**config.mk**
```make
export PLATFORM = sky130hd
export DESIGN_NAME = pc_unit
export DESIGN_NICKNAME = d
export VERILOG_FILES = /design/src/rtl/pc_unit_pkg.sv /design/src/rtl/pc_src_arb.sv /design/src/rtl/pc_latch_reg.sv /design/src/rtl/pc_next_calc.sv /design/src/rtl/pc_unit.sv
export SDC_FILE = /design/constraint.sdc
export NUM_CORES = 1
export LEC_CHECK = 0
export BUFFER_PORTS_ARGS = -buffer_cell sky130_fd_sc_hd__buf_4
export CAP_MARGIN = 20
export CORE_MARGIN = 8
export CORE_UTILIZATION = 40
export DETAILED_ROUTE_END_ITERATION = 8
export PLACE_DENSITY = 0.74
export SLEW_MARGIN = 20
export SYNTH_ARGS = -nofsm -noshare
export SYNTH_HDL_FRONTEND = slang
export SYNTH_SLANG_ARGS = --single-unit
```
**constraint.sdc**
```tcl
create_clock -name clk -period 1.7 [get_ports clk]
set_clock_uncertainty 0.05 [all_clocks]
set_input_delay 0.17 -clock clk [delete_from_list [all_inputs] [get_ports clk]]
set_output_delay 0.17 -clock clk [all_outputs]
set_load 0.02 [all_outputs]
```
**src/rtl/pc_unit_pkg.sv**
```systemverilog
package pc_unit_pkg;
   typedef enum logic [2:0] {
      SRC_HOLD = 3'd0,
      SRC_INC  = 3'd1,
      SRC_IRQ  = 3'd2,
      SRC_RET  = 3'd3,
      SRC_JMP  = 3'd4,
      SRC_LOW  = 3'd5
   } pc_src_e;
endpackage

```
**src/rtl/pc_src_arb.sv**
```systemverilog
module pc_src_arb
   import pc_unit_pkg::*;
(
   input  logic    irq_take,
   input  logic    ret_go,
   input  logic    jump_go,
   input  logic    low_wr,
   input  logic    advance,
   output pc_src_e src
);
   always_comb begin
      if (irq_take)     src = SRC_IRQ;
      else if (ret_go)  src = SRC_RET;
      else if (jump_go) src = SRC_JMP;
      else if (low_wr)  src = SRC_LOW;
      else if (advance) src = SRC_INC;
      else              src = SRC_HOLD;
   end
endmodule

```
**src/rtl/pc_latch_reg.sv**
```systemverilog
module pc_latch_reg #(
   parameter int LAT_W  = 5,
   parameter int DATA_W = 8
) (
   input  logic              clk,
   input  logic              rst_n,
   input  logic              wr_en,
   input  logic [DATA_W-1:0] wdata,
   output logic [LAT_W-1:0]  q
);
   always_ff @(posedge clk or negedge rst_n) begin
      if (!rst_n)     q <= '0;
      else if (wr_en) q <= wdata[LAT_W-1:0];
   end
endmodule

```
**src/rtl/pc_next_calc.sv**
```systemverilog
module pc_next_calc
   import pc_unit_pkg::*;
#(
   parameter int          PC_W       = 13,
   parameter int          LAT_W      = 5,
   parameter int          LIT_W      = 11,
   parameter int          DATA_W     = 8,
   parameter bit          JUMP_PAGED = 1'b1,
   parameter logic [12:0] IRQ_VEC    = 13'h0004
) (
   input  pc_src_e           src,
   input  logic [PC_W-1:0]   pc,
   input  logic [LAT_W-1:0]  latch,
   input  logic [LIT_W-1:0]  tgt,
   input  logic [PC_W-1:0]   stack_addr,
   input  logic [DATA_W-1:0] wdata,
   output logic [PC_W-1:0]   nxt,
   output logic [PC_W-1:0]   inc
);
   localparam int JHI_W = PC_W - LIT_W;
   localparam int HI_W  = PC_W - DATA_W;

   logic [PC_W-1:0] jmp_addr;
   logic [PC_W-1:0] low_addr;

   assign inc      = pc + {{(PC_W-1){1'b0}}, 1'b1};
   assign low_addr = {latch[HI_W-1:0], wdata};

   generate
      if (JUMP_PAGED) begin : g_paged
         assign jmp_addr = {latch[LAT_W-1 -: JHI_W], tgt};
      end else begin : g_local
         assign jmp_addr = {pc[PC_W-1 -: JHI_W], tgt};
      end
   endgenerate

   always_comb begin
      unique case (src)
         SRC_IRQ:  nxt = IRQ_VEC[PC_W-1:0];
         SRC_RET:  nxt = stack_addr;
         SRC_JMP:  nxt = jmp_addr;
         SRC_LOW:  nxt = low_addr;
         SRC_INC:  nxt = inc;
         default:  nxt = pc;
      endcase
   end
endmodule

```
**src/rtl/pc_unit.sv**
```systemverilog
module pc_unit
   import pc_unit_pkg::*;
#(
   parameter int          PC_W       = 13,
   parameter int          LAT_W      = 5,
   parameter int          LIT_W      = 11,
   parameter int          DATA_W     = 8,
   parameter int          ADDR_W     = 7,
   parameter logic [6:0]  LOW_OFS    = 7'h02,
   parameter logic [6:0]  LATCH_OFS  = 7'h0A,
   parameter logic [12:0] IRQ_VEC    = 13'h0004,
   parameter bit          JUMP_PAGED = 1'b1
) (
   input  logic              clk,
   input  logic              rst_n,
   input  logic              advance,
   input  logic              irq_take,
   input  logic              ret_go,
   input  logic              jump_go,
   input  logic [LIT_W-1:0]  jump_tgt,
   input  logic [PC_W-1:0]   stack_addr,
   input  logic              rf_wr_en,
   input  logic [ADDR_W-1:0] rf_addr,
   input  logic [DATA_W-1:0] rf_wdata,
   output logic [DATA_W-1:0] rf_rdata,
   output logic [PC_W-1:0]   fetch_addr,
   output logic [PC_W-1:0]   push_addr
);
   localparam int HI_W  = PC_W - DATA_W;
   localparam int PAD_W = DATA_W - LAT_W;

   if (LAT_W != HI_W) begin : g_chk_lat
      $error("pc_unit: latch width must equal PC_W - DATA_W");
   end
   if (LIT_W >= PC_W) begin : g_chk_lit
      $error("pc_unit: literal field must be narrower than PC");
   end
   if (PAD_W <= 0) begin : g_chk_pad
      $error("pc_unit: latch must be narrower than a data word");
   end
   if (ADDR_W > 7) begin : g_chk_addr
      $error("pc_unit: offset width above 7 is not supported");
   end

   logic             low_wr;
   logic             lat_wr;
   logic [LAT_W-1:0] latch;
   logic [PC_W-1:0]  pc;
   logic [PC_W-1:0]  pc_nxt;
   logic [PC_W-1:0]  pc_inc;
   pc_src_e          src;

   assign low_wr = rf_wr_en && (rf_addr == LOW_OFS[ADDR_W-1:0]);
   assign lat_wr = rf_wr_en && (rf_addr == LATCH_OFS[ADDR_W-1:0]);

   pc_src_arb u_arb (
      .irq_take (irq_take),
      .ret_go   (ret_go),
      .jump_go  (jump_go),
      .low_wr   (low_wr),
      .advance  (advance),
      .src      (src)
   );

   pc_latch_reg #(.LAT_W(LAT_W), .DATA_W(DATA_W)) u_latch (
      .clk   (clk),
      .rst_n (rst_n),
      .wr_en (lat_wr),
      .wdata (rf_wdata),
      .q     (latch)
   );

   pc_next_calc #(
      .PC_W(PC_W), .LAT_W(LAT_W), .LIT_W(LIT_W), .DATA_W(DATA_W),
      .JUMP_PAGED(JUMP_PAGED), .IRQ_VEC(IRQ_VEC)
   ) u_next (
      .src        (src),
      .pc         (pc),
      .latch      (latch),
      .tgt        (jump_tgt),
      .stack_addr (stack_addr),
      .wdata      (rf_wdata),
      .nxt        (pc_nxt),
      .inc        (pc_inc)
   );

   always_ff @(posedge clk or negedge rst_n) begin
      if (!rst_n) pc <= '0;
      else        pc <= pc_nxt;
   end

   always_comb begin
      if (rf_addr == LOW_OFS[ADDR_W-1:0])
         rf_rdata = pc[DATA_W-1:0];
      else if (rf_addr == LATCH_OFS[ADDR_W-1:0])
         rf_rdata = {{PAD_W{1'b0}}, latch};
      else
         rf_rdata = '0;
   end

   assign fetch_addr = pc;
   assign push_addr  = pc_inc;
endmodule

```
Word level (Yosys, flattened, before mapping)
Cells that the tools add are included.
{"block": "word_totals", "reg_bits": 18, "latchBits": 0, "mem_bits_rw": 0, "mem_bits_ro": 0, "inputBits": 46, "elab_cells": 21, "n_memories": 0}
{"block": "op_classes", "addsub": 1, "mul": 0, "n_div": 0, "magnitude_cmp": 0, "eq_ne": 7, "n_shift": 0, "n_mux": 8, "n_bitwise": 0, "reduce_logical": 3}
{"cell": "case mux 13 bit (5 select lines)", "count": 1}
{"cell": "adder 13 x 1 -> 13 bit (second input constant)", "count": 1}
{"cell": "two-way mux 3 bit", "count": 4}
{"cell": "two-way mux 8 bit", "count": 1}
{"cell": "== test 7 x 2 -> 1 bit (second input constant)", "count": 1}
{"cell": "== test 7 x 4 -> 1 bit (second input constant)", "count": 1}
{"cell": "== test 3 x 2 -> 1 bit (second input constant)", "count": 2}
{"cell": "== test 3 bit (second input constant)", "count": 2}
{"cell": "two-way mux 5 bit", "count": 1}
{"cell": "nonzero test 5 bit", "count": 1}
{"cell": "== test 3 x 1 -> 1 bit (second input constant)", "count": 1}
{"cell": "logical AND 1 bit", "count": 2}
{"cell": "two-way mux 1 bit", "count": 1}

Longest topological paths before layout
Gate-level depths: netlist of run 1.
{"block": "logic_depth", "word_depth": 8, "mapped_depth": 6, "depth_no_buf": 5}

By module
A second synthesis of run 1 with hierarchy kept.
{"block": "unflattened", "cells_unflattened": 214, "hier_area_um2": 1756.7}
{"module": "pc_next_calc", "instances": 1, "cells_per_inst": 162, "area_each_um2": 1057.3, "seq_area_each_um2": 0.0}
{"module": "pc_unit", "instances": 1, "cells_per_inst": 36, "area_each_um2": 483.0, "seq_area_each_um2": 325.3}
{"module": "pc_latch_reg", "instances": 1, "cells_per_inst": 10, "area_each_um2": 181.4, "seq_area_each_um2": 125.1}
{"module": "pc_src_arb", "instances": 1, "cells_per_inst": 6, "area_each_um2": 35.0, "seq_area_each_um2": 0.0}

Worst setup path before layout of run 1
Ideal clock, no wire load.
{"block": "synth_timing", "path_kind": "flip-flop to output port", "from": "register pc[3], in the netlist fetch_addr[3]", "to": "output port push_addr[11]", "arrival_ns": 1.772, "t_required_ns": 1.480, "path_slack_ns": -0.292, "stages_incl_launch_ff": 6, "path_cell_list": "dfrtp_1 clkbuf_1 nand2_1 or2_2 nor3_1 xor2_1"}
{"block": "synth_via", "elab_chain_len": 1}
{"element": "start: declaration", "line": "pc_unit.sv:48", "rtl": "logic [PC_W-1:0] pc;"}
{"element": "start signal: assignment", "line": "pc_unit.sv:89", "rtl": "else pc <= pc_nxt;"}
{"element": "adder 13 x 1 -> 13 bit", "line": "pc_next_calc.sv:26", "rtl": "assign inc = pc + {{(PC_W-1){1'b0}}, 1'b1};"}
{"element": "end: declaration", "line": "pc_unit.sv:27", "rtl": "output logic [PC_W-1:0] push_addr"}
No other way between the ends.

Worst setup path in the final report of run 1
{"block": "layout_timing", "from": "register pc[1], in the netlist fetch_addr[1]", "to": "output port push_addr[12]"}
The elaborated chain is that of the path after synthesis.

==> metrics, run 1 <==
Vias/cell=5.428; crit path max-delay cell type=dfrtp_1; First-pass DRT Iterations=4; share of cells above drive strength 1=0.6367; TritonCTS buffer count=3; vias in the first global route=1,774; Clock Path Buffers=2; crit-path cells=ha_2, and4_4, buf_6, nand3_2, xnor2_2, buf_4; clock latency on the worst-skew pair=0.32 ns; met1 global-route usage=0.2137; Setup violations, final=19; Seq/Total Area, Yosys=0.3177; Final Core Density=0.7839; max-slew violations=0; Hold Path Class=in -> reg; leakage=1.267 nW; synthesis-stage register bit count=18; failing checks=negative setup slack; Placer Congestion=0.8172; core box area=3363 um^2; Iter 0 DRT Violations=95; Area Growth Syn to Fin=85.97%; initial antenna violation count=0; critical path peak fanout=3; hpwl dp=3965 um; PnR worst setup slack=-0.1971 ns; Worst Setup Path Type=reg -> out; synthesized area per cell=9.029 um^2; VDD IR max=386.8 uV; Achievable Freq=0.5271 GHz; Clock Sinks=18; GRT busiest layer=met2; Synth Cell Area=1418 um^2; clock transition at the registers of the reported paths=0.11 ns; H-tree level count=1; Die Y=75.53 um; routing usage on met2=0.3480; CTS tree=yes; period utilization=1.116; Synth async-reset ratio=1.000; Post-synth EDFFs=0; total gr overflow=0; pin count of the biggest net entering global routing=19; Critical Path Start=fetch_addr[1]$_DFFE_PN0P_; GRT Total Usage=0.1897; num rows=21; minimum clock period=1.897 ns; I/O Pins=80; Die ar.=5705 um^2; post-route ant nets=0; vias=1,699; top cells by area, synth=dfrtp_1 32%, xnor2_1 7.4%, xor2_1 6.2%; # diodes=0; Yosys top cell by area=dfrtp_1; required time worst endpoint=1.48 ns; post-synth top area share=0.3177; max cap viols=0; Synth cell types=34; Yosys warning total=0; routed wire length=5864 um; pre-CTS WS=-0.1717 ns; FF-to-FF Start=fetch_addr[0]$_DFFE_PN0P_; Worst path max stage delay=0.42 ns; Nets=315; first-pass GRT wire length=8293 um; Pwr per Cell Area=468.3 nW/um^2; CP Capture Type=output port; root cell of the clock tree=clkbuf_4; Worst-Margin Slew=0.3382 ns; status=finished, violations left; Port Buffers=79; Worst EP arrival=1.68 ns; Die X=75.53 um; # DRC=0; nature of the critical path startpoint=register; RSZ-0062 raised after global routing=yes; Cells after Synth=157; met3 Track Usage GR=0.05132; Worst slew margin=0.7739; Synth Flop Type=dfrtp_1; worst hold start=rf_wdata[7]; Hold Fails Final Rpt=0; Initial Utilization=0.4215; syn nets=204; post-DR wirelength/cell=18.73 um
==> placed cells by master, fill, tap and decap left out, types with 7 or more instances in the layout <==
| master | netlist | routed |
|---|---|---|
| nand2_1 | 15 | 13 |
| xnor2_2 | 0 | 7 |
| mux2i_1 | 8 | 8 |
| buf_6 | 0 | 15 |
| dfrtp_1 | 18 | 12 |
| buf_4 | 3 | 102 |
| o221ai_1 | 8 | 8 |
| a22oi_1 | 10 | 10 |
==> power breakdown <==
part	switching (mW)	leakage, nW	total, mW	internal [mW]
combinational	0.230	1.02	0.488	0.258
clock	0.153	0.0150	0.245	0.0920
sequential	0.0414	0.229	0.501	0.460
==> worst paths after layout <==
check / to / slack [ns] / depth (start not counted)
setup / recovery: push_addr[12] / -0.20 / 6
hold / removal: fetch_addr[7]$_DFFE_PN0P_ / 0.01 / 3
setup reg to reg: fetch_addr[11]$_DFFE_PN0P_ / 0 / 7
hold reg to reg: u_latch.q[3]$_DFFE_PN0P_ / 0.50 / 1
max in group asynchronous: fetch_addr[8]$_DFFE_PN0P_ / 1.18 / 2
min in group asynchronous: fetch_addr[7]$_DFFE_PN0P_ / 0.20 / 2
==> per-stage QoR <==
stage / instances / TNS [ns] / hold WS, ns / area [um^2] / total power, mW
6_report: 313 / -1.883 / 0.009914 / 2636 / 1.234
5_1_grt: 313 / -3.055 / 0.001377 / 2636 / 1.293
4_1_cts: 308 / -1.515 / 0.01701 / 2450 / 1.189
3_5_place_dp: 291 / -1.139 / 0.007420 / 2237 / 0.9325
3_3_place_gp: 291 / -1.010 / 0.005440 / 2237 / 0.9252
2_1_floorplan: 157 / -0.3090 / -0.1756 / 1506 / 0.7073
==> critical path, delay by kind of cell, from the launching register on <==
family | cells | cell delay, ns
flip-flops | 1 | 0.42
AND/OR/NAND/NOR | 2 | 0.32
buffers and inverters | 2 | 0.28
adder cells (fa/ha/maj) | 1 | 0.21
XOR/XNOR | 1 | 0.14
==> per-layer routing <==
layer | part of all wire | wire length [um]
met5 | 0 | 0
met3 | 0.087 | 513
met1 | 0.38 | 2219
met2 | 0.52 | 3063
met4 | 0.012 | 68
==> cells by family after synthesis <==
| group | share of synthesized area |
|---|---|
| xor gates and xnor gates | 0.1359 |
| buffers and inverters | 0.05119 |
| muxes | 0.09620 |
| adders and majority gates | 0.008825 |
| and+or+nand+nor | 0.2330 |
| AOI/OAI and AO/OA | 0.1571 |
| DFF | 0.3177 |
==> sequential cells by signal, summed over array words and instances, names as in the netlist <==
name,count
u_latch.q,5
fetch_addr,13
==> timing repair <==
action | 4_1_cts | 5_1_grt
gates resized for setup | 21 | 33
hold endpoints to repair | 18 | 0
endpoints found under the setup margin | 18 | 23
hold buffers | 1 | 0
buffers inserted | 12 | 6
pin swaps | 10 | 17
==> Yosys cell counts (3+ instances only) <==
cell type / number
mux2i_1: 8
buf_4: 3
nand4_1: 5
o21ai_0: 3
a22oi_1: 10
clkbuf_1: 6
nor2_1: 12
buf_2: 4
nand3_1: 7
dfrtp_1: 18
xnor2_1: 12
nor3b_2: 3
nor3_1: 4
mux2_2: 5
xor2_1: 10
o221ai_1: 8
nand2_1: 15
==> final cells by class <==
| cell class | count | area (um^2) |
|---|---|---|
| tap | 46 | 57.56 |
| inverter | 2 | 7.507 |
| fill | 221 | 726.9 |
| timing repair buffer | 119 | 964.7 |
| clock buffer | 4 | 26.28 |
| sequential | 18 | 457.9 |
| multi-input combinational | 124 | 1122 |
(Power assumes the default switching activity.)
==> run 2, diff against run 1 <==
--- a/config.mk
+++ b/config.mk
@@ -7,10 +7,12 @@
 export LEC_CHECK = 0
 export BUFFER_PORTS_ARGS = -buffer_cell sky130_fd_sc_hd__buf_4
 export CAP_MARGIN = 20
+export CELL_PAD_IN_SITES_DETAIL_PLACEMENT = 0
+export CELL_PAD_IN_SITES_GLOBAL_PLACEMENT = 1
 export CORE_MARGIN = 8
-export CORE_UTILIZATION = 40
+export CORE_UTILIZATION = 31
 export DETAILED_ROUTE_END_ITERATION = 8
-export PLACE_DENSITY = 0.74
+export PLACE_DENSITY = 0.8
 export SLEW_MARGIN = 20
 export SYNTH_ARGS = -nofsm -noshare
 export SYNTH_HDL_FRONTEND = slang
==> run 2 against run 1 <==
Compared with the run above: the run still ends with negative setup slack left; critical path type is now in -> out; global-route usage fell by 4.2 points; non-clock buffer count fell by 8; sequential power barely moved; clock-buffer cell count did not move.
==> metrics, run 2 (same netlist as run 1, synthesis figures left out) <==
# DRC=0 (unchanged); period utilization=1.073 (was 1.116); reg2reg setup slack=0.10 ns (was 0 ns); initial antenna violation count=0 (unchanged); # diodes=0 (unchanged); vias in the first global route=1,801 (was 1,774); worst r2r dst=fetch_addr[10]$_DFFE_PN0P_ (was fetch_addr[11]$_DFFE_PN0P_); Die X=83.63 um (was 75.53 um); max cap viols=0 (unchanged); H-tree level count=1 (unchanged); routed wire length=5391 um (was 5864 um); total chip power=1.276 mW (was 1.234 mW); post-DR wirelength/cell=17.33 um (was 18.73 um); First-pass DRT Iterations=4 (unchanged); first-pass GRT wire length=8542 um (was 8293 um); Clock Sinks=18 (unchanged); total gr overflow=0 (unchanged); I/O Pins=80 (unchanged); TritonCTS buffer count=3 (unchanged); RSZ-0062 raised after global routing=yes (unchanged); Die Y=83.63 um (was 75.53 um); clock transition at the registers of the reported paths=0.07 ns (was 0.11 ns); Worst Setup Path Type=in -> out (was reg -> out); Setup violations, final=13 (was 19); commonest cells after routing, fill and taps aside=104 x buf_4, 13 x nand2_1, 12 x dfrtp_1 (was 102 x buf_4, 15 x buf_6, 13 x nand2_1); most common cell after layout, fill and taps aside=buf_4 (unchanged); minimum clock period=1.825 ns (was 1.897 ns); max-slew violations=0 (unchanged); Clock Path Buffers=2 (unchanged); critical path peak fanout=8 (was 3); FF-to-FF Start=fetch_addr[1]$_DFFE_PN0P_ (was fetch_addr[0]$_DFFE_PN0P_); Placer Congestion=0.8022 (was 0.8172); Die ar.=6993 um^2 (was 5705 um^2); GRT Total Usage=0.1473 (was 0.1897); Hold Fails Final Rpt=0 (unchanged); failing checks=negative setup slack (unchanged); Vias/cell=5.135 (was 5.428); CTS tree=yes (unchanged); VDD IR max=287.4 uV (was 386.8 uV); post-route cell area=2500 um^2 (was 2636 um^2); Achievable Freq=0.5481 GHz (was 0.5271 GHz); core box area=4384 um^2 (was 3363 um^2); Nets=307 (was 315); Initial Utilization=0.3233 (was 0.4215); worst hold path depth=2 (was 3); Area Growth Syn to Fin=76.35% (was 85.97%); Hold Slack=0.07195 ns (was 0.009914 ns); Layout fillers=418 (was 221); Worst slew margin=0.7790 (was 0.7739); clock latency on the worst-skew pair=0.25 ns (was 0.32 ns); hpwl dp=4076 um (was 3965 um); Hold Path Class=in -> reg (unchanged); Hold EP=fetch_addr[0]$_DFFE_PN0P_ (was fetch_addr[7]$_DFFE_PN0P_); post-route ant nets=0 (unchanged); leakage=1.192 nW (was 1.267 nW); nature of the critical path startpoint=primary input (was register); num rows=24 (was 21); Worst-Margin Slew=0.3315 ns (was 0.3382 ns); share of cells above drive strength 1=0.5830 (was 0.6367); worst hold start=rf_wdata[0] (was rf_wdata[7]); r2r worst-path depth=6 (was 7); Port Buffers=79 (unchanged); pin count of the biggest net entering global routing=19 (unchanged); root cell of the clock tree=clkbuf_8 (was clkbuf_4); vias=1,597 (was 1,699); PnR worst setup slack=-0.1246 ns (was -0.1971 ns); required time worst endpoint=1.48 ns (about the same); Iter 0 DRT Violations=77 (was 95); placed cell area=2237 um^2 (unchanged); Worst EP arrival=1.60 ns (was 1.68 ns); status=finished, violations left (unchanged); Largest register FFs=13 (unchanged); CP Capture Type=output port (unchanged); Pwr per Cell Area=510.2 nW/um^2 (was 468.3 nW/um^2)
==> run 2: worst max path at each step <==
stage / slack [ns] / from / end
2_1_floorplan: -0.07 / rf_addr[0] / rf_rdata[6]
6_report: -0.12 / rf_addr[0] / rf_rdata[6]
5_1_grt: -0.16 / rf_addr[0] / rf_rdata[6]
3_5_place_dp: -0.18 / rf_addr[0] / rf_rdata[6]
3_3_place_gp: -0.17 / rf_addr[0] / rf_rdata[5]
4_1_cts: -0.13 / rf_addr[0] / rf_rdata[5]
==> run 2: layout make-up <==
type,instances,area (um^2),area share
clock buffers,4,45.04,0.01802
well taps,52,65.06,0.02603
multi-input cells,124,1066,0.4264
repair buffers,111,858.3,0.3433
flip-flops and latches,18,457.9,0.1832
inverters,2,7.507,0.003003
==> run 2: what timing repair did <==
item,in CTS,in global routing
buffers inserted,6,5
hold buffers,1,0
setup endpoints to repair,15,18
pin swaps,8,8
endpoints found under the hold margin,18,0
resized for setup,21,9
==> run 2: metal layers <==
metal / up-vias / GRT usage / wire [um]
li1: 779 / - / -
met1: 752 / 0.1643 / 2181
met2: 58 / 0.2582 / 2775
met3: 8 / 0.03613 / 350
met4: 0 / 0.06122 / 84
met5: - / 0 / 0
==> run 2: worst max-delay path, cell delays in order <==
cell and delay [ns]:
buf_6 0.09, or4b_4 0.53, or3_1 0.33, buf_6 0.16, nor3b_2 0.16, buf_4 0.16
==> run 2: power breakdown <==
| group | switching, mW | internal [mW] | total [mW] |
|---|---|---|---|
| Sequential | 0.0408 | 0.460 | 0.501 |
| Clock | 0.143 | 0.166 | 0.310 |
| Combinational | 0.215 | 0.249 | 0.465 |
==> run 2: metrics by stage <==
stage | TNS (ns) | instances | util | setup slack, ns
final | -0.8538 | 311 | 0.5702 | -0.1246
after global routing | -1.461 | 311 | 0.5702 | -0.1626
after detailed placement | -1.691 | 296 | 0.5103 | -0.1849
after CTS | -0.8631 | 307 | 0.5508 | -0.1289
after global placement | -1.414 | 296 | 0.5103 | -0.1681
after floorplan | -0.3090 | 157 | - | -0.07223
